`src/rtl/mv_pkg.sv`:
```
package mv_pkg;
  localparam int unsigned FN_W = 4;

  typedef enum logic [FN_W-1:0] {
    FN_ACC, FN_AND, FN_OR, FN_XOR, FN_ADD, FN_ADC, FN_SUB, FN_SBB,
    FN_SELZ, FN_SELNZ, FN_PC, FN_REL, FN_CALL, FN_RET, FN_FLAGS, FN_HALT
  } fn_e;

  typedef enum logic [2:0] {
    OP_LOAD, OP_AND, OP_OR, OP_XOR, OP_ADD, OP_ADC, OP_SUB, OP_SBB
  } alu_op_e;
endpackage

```
`src/rtl/mv_addr_dec.sv`:
```
module mv_addr_dec
  import mv_pkg::*;
#(
  parameter int unsigned     DW       = 16,
  parameter logic [DW-1:0]   MAP_BASE = 16'hFF00,
  parameter int unsigned     MAP_BITS = 8
) (
  input  logic [DW-1:0] addr_i,
  output logic          map_o,
  output logic          fn_ok_o,
  output fn_e           fn_o
);
  assign map_o   = (addr_i[DW-1:MAP_BITS] == MAP_BASE[DW-1:MAP_BITS]);
  // only the low FN_W offsets of the window carry a function
  assign fn_ok_o = map_o && (addr_i[MAP_BITS-1:FN_W] == '0);
  assign fn_o    = fn_e'(addr_i[FN_W-1:0]);
endmodule

```
`src/rtl/mv_alu.sv`:
```
module mv_alu
  import mv_pkg::*;
#(
  parameter int unsigned DW = 16
) (
  input  alu_op_e       op_i,
  input  logic [DW-1:0] a_i,
  input  logic [DW-1:0] b_i,
  input  logic          cin_i,
  output logic [DW-1:0] res_o,
  output logic          cout_o,
  output logic          cupd_o
);
  logic [DW:0] ext;
  logic [DW:0] a_x, b_x, c_x;

  assign a_x = {1'b0, a_i};
  assign b_x = {1'b0, b_i};
  assign c_x = {{DW{1'b0}}, cin_i};

  always_comb begin
    ext    = '0;
    res_o  = b_i;
    cupd_o = 1'b0;
    unique case (op_i)
      OP_LOAD: res_o = b_i;
      OP_AND:  res_o = a_i & b_i;
      OP_OR:   res_o = a_i | b_i;
      OP_XOR:  res_o = a_i ^ b_i;
      OP_ADD, OP_ADC, OP_SUB, OP_SBB: begin
        unique case (op_i)
          OP_ADD:  ext = a_x + b_x;
          OP_ADC:  ext = a_x + b_x + c_x;
          OP_SUB:  ext = a_x - b_x;
          default: ext = a_x - b_x - c_x;
        endcase
        res_o  = ext[DW-1:0];
        cupd_o = 1'b1;
      end
      default: res_o = b_i;
    endcase
  end

  // top bit is carry for add, borrow for subtract
  assign cout_o = ext[DW];
endmodule

```
`src/rtl/mv_retstack.sv`:
```
module mv_retstack #(
  parameter int unsigned DW    = 16,
  parameter int unsigned DEPTH = 16
) (
  input  logic          clk_i,
  input  logic          rst_ni,
  input  logic          push_i,
  input  logic          pop_i,
  input  logic [DW-1:0] push_data_i,
  output logic [DW-1:0] top_o,
  output logic          err_o
);
  localparam int unsigned SPW = $clog2(DEPTH);
  localparam logic [SPW:0] FULL = (SPW+1)'(DEPTH);

  logic [DW-1:0]  mem_q [DEPTH];
  logic [SPW-1:0] sp_q, sp_dn, sp_up, sp_nxt;
  logic [SPW:0]   cnt_q, cnt_pop, cnt_nxt;
  logic           err_q, err_nxt;

  assign sp_dn = sp_q - SPW'(1);
  assign sp_up = sp_q + SPW'(1);
  assign top_o = mem_q[sp_dn];
  assign err_o = err_q;

  always_comb begin
    sp_nxt = sp_q;
    if (push_i && !pop_i) sp_nxt = sp_up;
    else if (pop_i && !push_i) sp_nxt = sp_dn;
    cnt_pop = (pop_i && cnt_q != '0) ? cnt_q - (SPW+1)'(1) : cnt_q;
    cnt_nxt = (push_i && cnt_pop != FULL) ? cnt_pop + (SPW+1)'(1) : cnt_pop;
    err_nxt = err_q | (pop_i && cnt_q == '0) | (push_i && cnt_pop == FULL);
  end

  always_ff @(posedge clk_i or negedge rst_ni) begin
    if (!rst_ni) begin
      sp_q  <= '0;
      cnt_q <= '0;
      err_q <= 1'b0;
    end else begin
      sp_q  <= sp_nxt;
      cnt_q <= cnt_nxt;
      err_q <= err_nxt;
    end
  end

  // pop+push in one move rewrites the popped slot
  always_ff @(posedge clk_i) begin
    if (push_i) mem_q[pop_i ? sp_dn : sp_q] <= push_data_i;
  end

  assert_err_sticky_R9: assert property (@(posedge clk_i) disable iff (!rst_ni)
    $past(err_q) |-> err_q);
  assert_cnt_bound_R9: assert property (@(posedge clk_i) disable iff (!rst_ni)
    cnt_q <= FULL);
  assert_push_top_R8: assert property (@(posedge clk_i) disable iff (!rst_ni)
    (push_i && !pop_i) |=> top_o == $past(push_data_i));
endmodule

```
`src/rtl/mv_core.sv`:
```
module mv_core
  import mv_pkg::*;
#(
  parameter int unsigned   DW          = 16,
  parameter logic [DW-1:0] MAP_BASE    = 16'hFF00,
  parameter int unsigned   MAP_BITS    = 8,
  parameter int unsigned   STACK_DEPTH = 16
) (
  input  logic          clk_i,
  input  logic          rst_ni,
  output logic [DW-1:0] imem_addr_o,
  input  logic [2*DW-1:0] imem_data_i,
  output logic [DW-1:0] dmem_raddr_o,
  input  logic [DW-1:0] dmem_rdata_i,
  output logic          dmem_we_o,
  output logic [DW-1:0] dmem_waddr_o,
  output logic [DW-1:0] dmem_wdata_o,
  output logic          halt_o,
  output logic [DW-1:0] acc_o,
  output logic          stk_err_o
);
  localparam logic [DW-1:0] ONE = DW'(1);

  logic [DW-1:0] pc_q, acc_q, zv_q, nzv_q, pc_nxt, rd_val;
  logic          z_q, c_q, halt_q, run;
  logic [DW-1:0] src_a, dst_a;
  logic          s_map, s_ok, d_map, d_ok;
  fn_e           s_fn, d_fn;
  logic [DW-1:0] alu_res, stk_top;
  logic          alu_cout, alu_cupd, alu_wr;
  logic          push, pop, d_pc, d_rel, d_selz, d_selnz, d_halt;
  alu_op_e       alu_op;

  assign src_a = imem_data_i[2*DW-1:DW];
  assign dst_a = imem_data_i[DW-1:0];
  assign run   = !halt_q;

  mv_addr_dec #(.DW(DW), .MAP_BASE(MAP_BASE), .MAP_BITS(MAP_BITS)) i_src_dec (
    .addr_i(src_a), .map_o(s_map), .fn_ok_o(s_ok), .fn_o(s_fn));
  mv_addr_dec #(.DW(DW), .MAP_BASE(MAP_BASE), .MAP_BITS(MAP_BITS)) i_dst_dec (
    .addr_i(dst_a), .map_o(d_map), .fn_ok_o(d_ok), .fn_o(d_fn));

  assign pop     = run && s_ok && (s_fn == FN_RET);
  assign push    = run && d_ok && (d_fn == FN_CALL);
  assign d_pc    = run && d_ok && (d_fn == FN_PC);
  assign d_rel   = run && d_ok && (d_fn == FN_REL);
  assign d_selz  = run && d_ok && (d_fn == FN_SELZ);
  assign d_selnz = run && d_ok && (d_fn == FN_SELNZ);
  assign d_halt  = run && d_ok && (d_fn == FN_HALT);
  assign alu_wr  = run && d_ok && (d_fn <= FN_SBB);
  assign alu_op  = alu_op_e'(d_fn[2:0]);

  // source read: RAM, or a function location
  always_comb begin
    rd_val = '0;
    if (!s_map) begin
      rd_val = dmem_rdata_i;
    end else if (s_ok) begin
      unique case (s_fn)
        FN_ACC:             rd_val = acc_q;
        FN_SELZ, FN_SELNZ:  rd_val = z_q ? zv_q : nzv_q;
        FN_PC:              rd_val = pc_q;
        FN_RET:             rd_val = stk_top;
        FN_FLAGS:           rd_val = {{(DW-2){1'b0}}, c_q, z_q};
        default:            rd_val = '0;
      endcase
    end
  end

  mv_alu #(.DW(DW)) i_alu (
    .op_i(alu_op), .a_i(acc_q), .b_i(rd_val), .cin_i(c_q),
    .res_o(alu_res), .cout_o(alu_cout), .cupd_o(alu_cupd));

  mv_retstack #(.DW(DW), .DEPTH(STACK_DEPTH)) i_stack (
    .clk_i(clk_i), .rst_ni(rst_ni), .push_i(push), .pop_i(pop),
    .push_data_i(pc_q + ONE), .top_o(stk_top), .err_o(stk_err_o));

  always_comb begin
    if (!run)               pc_nxt = pc_q;
    else if (d_pc || push)  pc_nxt = rd_val;
    else if (d_rel)         pc_nxt = pc_q + rd_val;
    else                    pc_nxt = pc_q + ONE;
  end

  always_ff @(posedge clk_i or negedge rst_ni) begin
    if (!rst_ni) begin
      pc_q   <= '0;
      acc_q  <= '0;
      z_q    <= 1'b0;
      c_q    <= 1'b0;
      zv_q   <= '0;
      nzv_q  <= '0;
      halt_q <= 1'b0;
    end else begin
      pc_q <= pc_nxt;
      if (alu_wr) begin
        acc_q <= alu_res;
        z_q   <= (alu_res == '0);
        if (alu_cupd) c_q <= alu_cout;
      end
      if (d_selz)  zv_q   <= rd_val;
      if (d_selnz) nzv_q  <= rd_val;
      if (d_halt)  halt_q <= 1'b1;
    end
  end

  assign imem_addr_o  = pc_q;
  assign dmem_raddr_o = src_a;
  assign dmem_we_o    = run && !d_map;
  assign dmem_waddr_o = dst_a;
  assign dmem_wdata_o = rd_val;
  assign halt_o       = halt_q;
  assign acc_o        = acc_q;

  assert_zero_flag_R3: assert property (@(posedge clk_i) disable iff (!rst_ni)
    alu_wr |=> z_q == (acc_o == '0));
  assert_carry_hold_R4: assert property (@(posedge clk_i) disable iff (!rst_ni)
    (alu_wr && !(alu_op inside {OP_ADD, OP_ADC, OP_SUB, OP_SBB})) |=> $stable(c_q));
  assert_jump_R6: assert property (@(posedge clk_i) disable iff (!rst_ni)
    d_pc |=> imem_addr_o == $past(dmem_wdata_o));
  assert_rel_R7: assert property (@(posedge clk_i) disable iff (!rst_ni)
    d_rel |=> imem_addr_o == $past(imem_addr_o) + $past(dmem_wdata_o));
  assert_halt_freeze_R10: assert property (@(posedge clk_i) disable iff (!rst_ni)
    halt_o |=> $stable(imem_addr_o) && $stable(acc_o) && !dmem_we_o);
endmodule

```
`config.mk`:
```
export PLATFORM = sky130hd
export DESIGN_NAME = mv_core
export DESIGN_NICKNAME = d
export VERILOG_FILES = /design/src/rtl/mv_pkg.sv /design/src/rtl/mv_addr_dec.sv /design/src/rtl/mv_alu.sv /design/src/rtl/mv_retstack.sv /design/src/rtl/mv_core.sv
export SDC_FILE = /design/constraint.sdc
export NUM_CORES = 1
export LEC_CHECK = 0
export BUFFER_PORTS_ARGS = -buffer_cell sky130_fd_sc_hd__buf_2
export CORE_MARGIN = 2
export CORE_UTILIZATION = 65
export DETAILED_ROUTE_END_ITERATION = 10
export PLACE_DENSITY = 0.86
export SYNTH_ARGS = -nofsm -noshare
export SYNTH_HDL_FRONTEND = slang
export SYNTH_SLANG_ARGS = --single-unit
export TNS_END_PERCENT = 20
```
`constraint.sdc`:
```
create_clock -name clk_i -period 11.1 [get_ports clk_i]
set_input_delay 1.665 -clock clk_i [delete_from_list [all_inputs] [get_ports clk_i]]
set_output_delay 1.665 -clock clk_i [all_outputs]
set_load 0.01 [all_outputs]
```
-- Word level (Yosys, flattened, before mapping)
Memory sizes are Yosys's and may differ from the RTL's.
Index checks and enable logic that the tools add are counted.
- register bits after elaboration: 77
- bits in latches: 0
- memory bits (writable): 256
- bits in read-only memories: 0
- input port bits: 50
- output and inout port bits: 83
- logic and storage cells: 101
- memories: 1
- add/sub/neg operators: 10
- multipliers: 0
- div/mod/pow operators: 0
- $lt $le $gt $ge: 1
- equal/unequal tests: 22
- shift operators: 0
- multiplexer cells: 17
- bitwise gates (word level): 5
- reduce and logical (&&, ||, !) cells: 35
- memory list (name ; words ; bits a word ; rd ports ; clocked after Yosys merged registers in ; wr ports ; RTL line ; text):
    i_stack.mem_q ; 16 ; 16 ; 1 ; 0 ; 1 ; mv_retstack.sv:16 ; logic [DW-1:0] mem_q [DEPTH];
- operator list (cell ; number):
    $pmux W16 S5 ; 2
    $mux W16 ; 5
    $pmux W17 S3 ; 1
    $eq A4 B4 Y1 const B ; 11
    $logic_and A1 B1 Y1 ; 19
    $add A16 B16 Y17 ; 1
    $add A17 B1 Y17 ; 1
    $mux W17 ; 1
    $sub A16 B16 Y17 ; 1
    $sub A17 B1 Y17 ; 1
    $add A16 B1 Y16 const B ; 1
    $add A16 B16 Y16 ; 1
    $and A16 B16 Y16 ; 1
    $eq A8 B8 Y1 const B ; 2
    $logic_not A16 Y1 ; 1
    $or A16 B16 Y16 ; 1
    $xor A16 B16 Y16 ; 1
    $eq A3 B3 Y1 const B ; 4
    $logic_not A4 Y1 ; 3
    $mux W4 ; 3
    $mux W5 ; 2
    $eq A3 B2 Y1 const B ; 2
    $add A5 B1 Y5 const B ; 1
    $eq A5 B5 Y1 const B ; 1
    17 further kinds ; 23

-- Logic depth before layout (Yosys ltp)
- depth after elaboration: 10
- gate-level depth with buffers: 29

-- Hierarchy
From an unflattened synthesis, not the netlist that was laid out.
- cell total of the unflattened synthesis: 1584
- area, all modules: 19560.0 µm²
- by module, submodules not included (module ; instances ; cells an instance ; area an instance (µm²) ; seq. area each (µm²)):
    mv_retstack ; 1 ; 480 ; 10577.6 ; 7937.6
    mv_core ; 1 ; 543 ; 5033.6 ; 1676.6
    mv_alu ; 1 ; 543 ; 3821.2 ; 0.0
    mv_addr_dec ; 2 ; 9 ; 63.8 ; 0.0

-- Worst setup path after synthesis
No wires, ideal clock.
- path type: input -> register
- start point: input imem_data_i[21]
- end point: register c_q
- data arrival time: 6266 ps
- data required time: 11036 ps
- path slack: 4770 ps
- cell stages on the path: 18
- path buffers: 0
- cell sequence: or4_1 -> nor3_1 -> nand2b_1 -> o311ai_1 -> ha_1 -> inv_1 -> fa_1 -> nor2b_1 -> o31a_1 -> o21ai_1 -> a211o_1 -> nor4_1 -> and3_1 -> and3_1 -> nand3_1 -> o2bb2a_1 -> a221oi_1 -> a21o_1
- word-level cells in the longest chain between the ends: 8
- RTL lines (what ; RTL line ; text):
    start: declaration ; mv_core.sv:12 ; input logic [2*DW-1:0] imem_data_i,
    $logic_not A4 Y1 * ; mv_addr_dec.sv:15 ; assign fn_ok_o = map_o && (addr_i[MAP_BITS-1:FN_W] == '0);
    $logic_and A1 B1 Y1 * ; mv_addr_dec.sv:15 ;
    $mux W16 * ; mv_core.sv:58 ; end else if (s_ok) begin
    $mux W16 * ; mv_core.sv:56 ; if (!s_map) begin
    net dmem_wdata_o[0] ; mv_core.sv:17 ; output logic [DW-1:0] dmem_wdata_o,
    $sub A16 B16 Y17 / $add A16 B16 Y17 (equally long branches) ; - ;
    $sub A17 B1 Y17 / $add A17 B1 Y17 (equally long branches) ; mv_alu.sv:35, mv_alu.sv:33 ;
    $pmux W17 S3 * ; mv_alu.sv:31 ; unique case (op_i)
    $mux W17 * ; mv_alu.sv:25 ; unique case (op_i)
    end signal: assignment ; mv_core.sv:99 ; if (alu_cupd) c_q <= alu_cout;
    end: declaration ; mv_core.sv:25 ; logic z_q, c_q, halt_q, run;
The timed path passes the listed nets; every way through them passes the cells marked *.
A chain may end at the register's enable or synchronous reset.

-- Final worst setup path
- start point: register i_stack.sp_q[0]
- end point: register z_q
- word-level cells in the longest chain between the ends: 10
- RTL lines (what ; RTL line ; text):
    start: declaration ; mv_retstack.sv:17 ; logic [SPW-1:0] sp_q, sp_dn, sp_up, sp_nxt;
    start signal: assignment ; mv_retstack.sv:41 ; sp_q <= sp_nxt;
    $sub A4 B1 Y4 * ; mv_retstack.sv:21 ; assign sp_dn = sp_q - SPW'(1);
    $mem_v2 Z16 W16 * ; - ;
    $pmux W16 S5 * ; mv_core.sv:59 ; unique case (s_fn)
    $mux W16 * ; mv_core.sv:58 ;
    $mux W16 * ; mv_core.sv:56 ;
    $sub A16 B16 Y17 / $add A16 B16 Y17 (equally long branches) ; - ;
    $sub A17 B1 Y17 / $add A17 B1 Y17 (equally long branches) ; mv_alu.sv:35, mv_alu.sv:33 ;
    $pmux W17 S3 ; mv_alu.sv:31 ;
    $pmux W16 S5 * ; mv_alu.sv:25 ;
    $logic_not A16 Y1 * ; mv_core.sv:98 ; z_q <= (alu_res == '0);
    end signal: assignment ; mv_core.sv:98 ;
    end: declaration ; mv_core.sv:25 ;
Mark *: on every way between the ends. The rest lies on a longest branch, timed or not.

==> metrics.txt <==
status completed; Synth top area share between 40% and 50%; global-route wire length before repair roughly 84,000 µm; postcts setup bufs 0; IO buf count approximately 130; DRC viols 0; predominant post-synthesis flop cell edfxtp_1; CP delay by family, top compound AO/OA/AOI/OAI gates; syn_area_per_cell 12.0 µm²; Leak ~7.4 nW; vias in the first global route 14,152; drt pass-1 iters 6; Critical Path AT slightly below 8 ns; Clock Skew between 0.015 and 0.02 ns; Slew Viols, Final 0; post-CTS sizing 0; initial antenna violation count 1; CTS H-tree lvls 2; Worst-Margin Slew between 1 and 1.5 ns; minimum clock period roughly 7.3 ns; Warnings, synthesis 0; hpwl dp between 30,000 and 40,000 µm; PwrDens about 130 nW/µm²; grt ovf 0; CTS hold repair buffers 0; slowest stage delay, CP 0.82 ns; worst reg2reg endpoint z_q; commonest non-fill, non-tap cell in the layout edfxtp_1; maximum vdd drop approximately 0.13 mV; post-DR wirelength/cell ~27 µm; multi-input logic area 8670 µm²; Max-Cap Viols 0; post-route ant nets 0; Initial DRC Count between 2,000 and 2,500; largest cells by area after synthesis edfxtp_1, dfrtp_1, mux4_2, ha_1, o21ai_0; storage element area 9620 µm²; Fin Setup TNS 0 ns; Cell Area, Synth ~19,000 µm²; commonest cells after routing, fill and taps aside edfxtp_1, buf_2, nand2_1; CTS buffer count 35; worst r2r path cells 20; synth unique cells ~100; HP Class reg -> reg; clk sink count between 300 and 400; Startpoint Class flip-flop; minimum hold slack 0.484 ns; routed via count between 10,000 and 15,000; Root Driver clkbuf_16; area grow syn2layout 9.63%; Vias/cell 6.96; leading area contributor after synthesis edfxtp_1; clk slew on worst S/H paths around 0.060 ns; final hold violations 0; Hold Startpoint zv_q[11]; hold depth 2; Post-synth EDFFs roughly 260; clk buf depth 3; layout cells sized above 1 21.4%; Skew-Pair Late Insertion Delay 0.52 ns; Post-Syn Nets ~1,700; post-synthesis sequential area ratio around half; Initial Utilization roughly 66%; Mapped Cells ~1,600; die area 30,900 µm²; hold endpoint zv_q[11]; Antenna Cells 0; worst-path cell chain inv_2, ha_2, buf_4, mux4_2, mux4_2, nand2_1, a21oi_1, a21oi_1, ha_1, inv_1, a2111oi_0, a21bo_2, a21oi_1, nor4_1, nand4_1, xnor2_1, a221oi_1, a221o_1, nand3_1, o31ai_2; Peak Freq between 100 and 150 MHz; Reg-to-Reg Start i_stack.sp_q[0]; RSZ-0062 raised after global routing no; NumNets Final about 1,800; Core ar. 28,900 µm²; number of cell rows 62; # setup viols final 0; Critical Path End Type flip-flop; synthesis-stage register bit count ~330; reg2reg setup slack around 3.8 ns; routability cong. 0.985; Total GRT Usage between 30% and 40%; drt total wl about 56,000 µm; Crit path top cell by count a21oi_1; Final period util between 60% and 70%; CP required between 10 and 15 ns; fill count ~1,800; Die Y about 180 µm; Die Wd around 180 µm; CP bufs+invs 3; Setup CP Type reg -> reg; largest net degree at the start of global routing 65; Post-synth ARST share a little under a quarter; Ports ~130; slew margin rel. about 8.2%; slowest cell on the critical path a2111oi_0; Critical Path Fanout Max 64; CTS tree built
[layer usage]
| metal | vias up | track usage, % | share of wire (%) |
|---|---|---|---|
| met3 | 236 | 6.28 | 10 |
| met2 | 980 | 60.4 | 49 |
| met5 | - | 0 | 0 |
| li1 | 6254 | - | - |
| met4 | 0 | 17.5 | 5.6 |
| met1 | 7122 | 46.1 | 36 |
[worst reg2reg max path, cell delays in order (launching register included)]
cell and delay [ns]:
dfrtp_4 0.73, inv_2 0.14, ha_2 0.36, buf_4 0.72, mux4_2 0.49, mux4_2 0.52
nand2_1 0.10, a21oi_1 0.06, a21oi_1 0.44, ha_1 0.62, inv_1 0.25, a2111oi_0 0.82
a21bo_2 0.27, a21oi_1 0.07, nor4_1 0.45, nand4_1 0.21, xnor2_1 0.17, a221oi_1 0.29
a221o_1 0.22, nand3_1 0.09, o31ai_2 0.21
[synthesized netlist by cell type, types with 9 or more instances]
master / instances
a211oi_1: 9
a21o_1: 11
a21oi_1: 74
a221oi_1: 13
a222oi_1: 12
a31oi_1: 14
and2_1: 10
and3_1: 18
buf_1: 9
buf_2: 13
buf_4: 37
clkbuf_1: 44
clkbuf_8: 9
dfrtp_1: 77
edfxtp_1: 256
ha_1: 74
inv_1: 68
mux2_2: 34
mux2i_1: 38
mux4_2: 69
nand2_1: 129
nand3_1: 29
nand4_1: 20
nor2_1: 89
nor3_1: 39
nor4_1: 9
o211ai_1: 18
o21a_1: 11
o21ai_0: 102
o22ai_1: 9
or3_1: 9
xnor2_1: 51
xor2_1: 25
[cell families after synthesis]
group	synth area share [%]
xor gates and xnor gates	3.64
muxes	12.1
AOI/OAI and AO/OA	13.5
adders and majority gates	5.13
buffers and inverters	5.17
and+or+nand+nor	10.4
DFF	50.1
[where the power goes]
part           leakage, nW  switching, mW  internal (mW)
logic                 4.13          0.131         0.0755
registers             2.79              0           1.33
clock network        0.528          0.478          0.644
total                 7.45          0.608           2.05
[flip-flops by register name (all words and copies together) (netlist names)]
name	count
i_stack.mem_q	256
acc_o	16
imem_addr_o	16
nzv_q	16
zv_q	16
i_stack.cnt_q	5
i_stack.sp_q	4
c_q	1
halt_o	1
i_stack.err_o	1
z_q	1
[worst max path at each step]
stage	start	cells after the start	to
finish	i_stack.sp_q[0]	20	z_q
CTS	i_stack.sp_q[0]	20	c_q
detailed placement	imem_data_i[30]	18	c_q
global placement	imem_data_i[18]	19	acc_o[15]
global route	i_stack.sp_q[0]	20	z_q
floorplan	imem_data_i[21]	18	c_q
[per-stage QoR]
step	total power, mW	setup WS (ns)	instances	utilization, %	cell area, µm²
after global routing	2.72	3.50	2098	72.8	21100
after CTS	2.66	3.97	2098	72.6	21000
after global placement	1.55	3.88	2035	68.9	19900
after detailed placement	1.55	3.75	2035	68.9	19900
after floorplan	1.50	4.77	1600	-	19200
final	2.66	3.78	2098	72.8	21100
[area by class of cell]
type	instances	share of cell area [%]
Tap cell	384	2.28
Inverter	71	1.27
Timing Repair Buffer	168	4.43
Clock buffer	45	4.44
Sequential cell	333	45.7
Clock inverter	18	0.701
Multi-Input combinational cell	1079	41.2
Power figures use the tool's default switching activity.
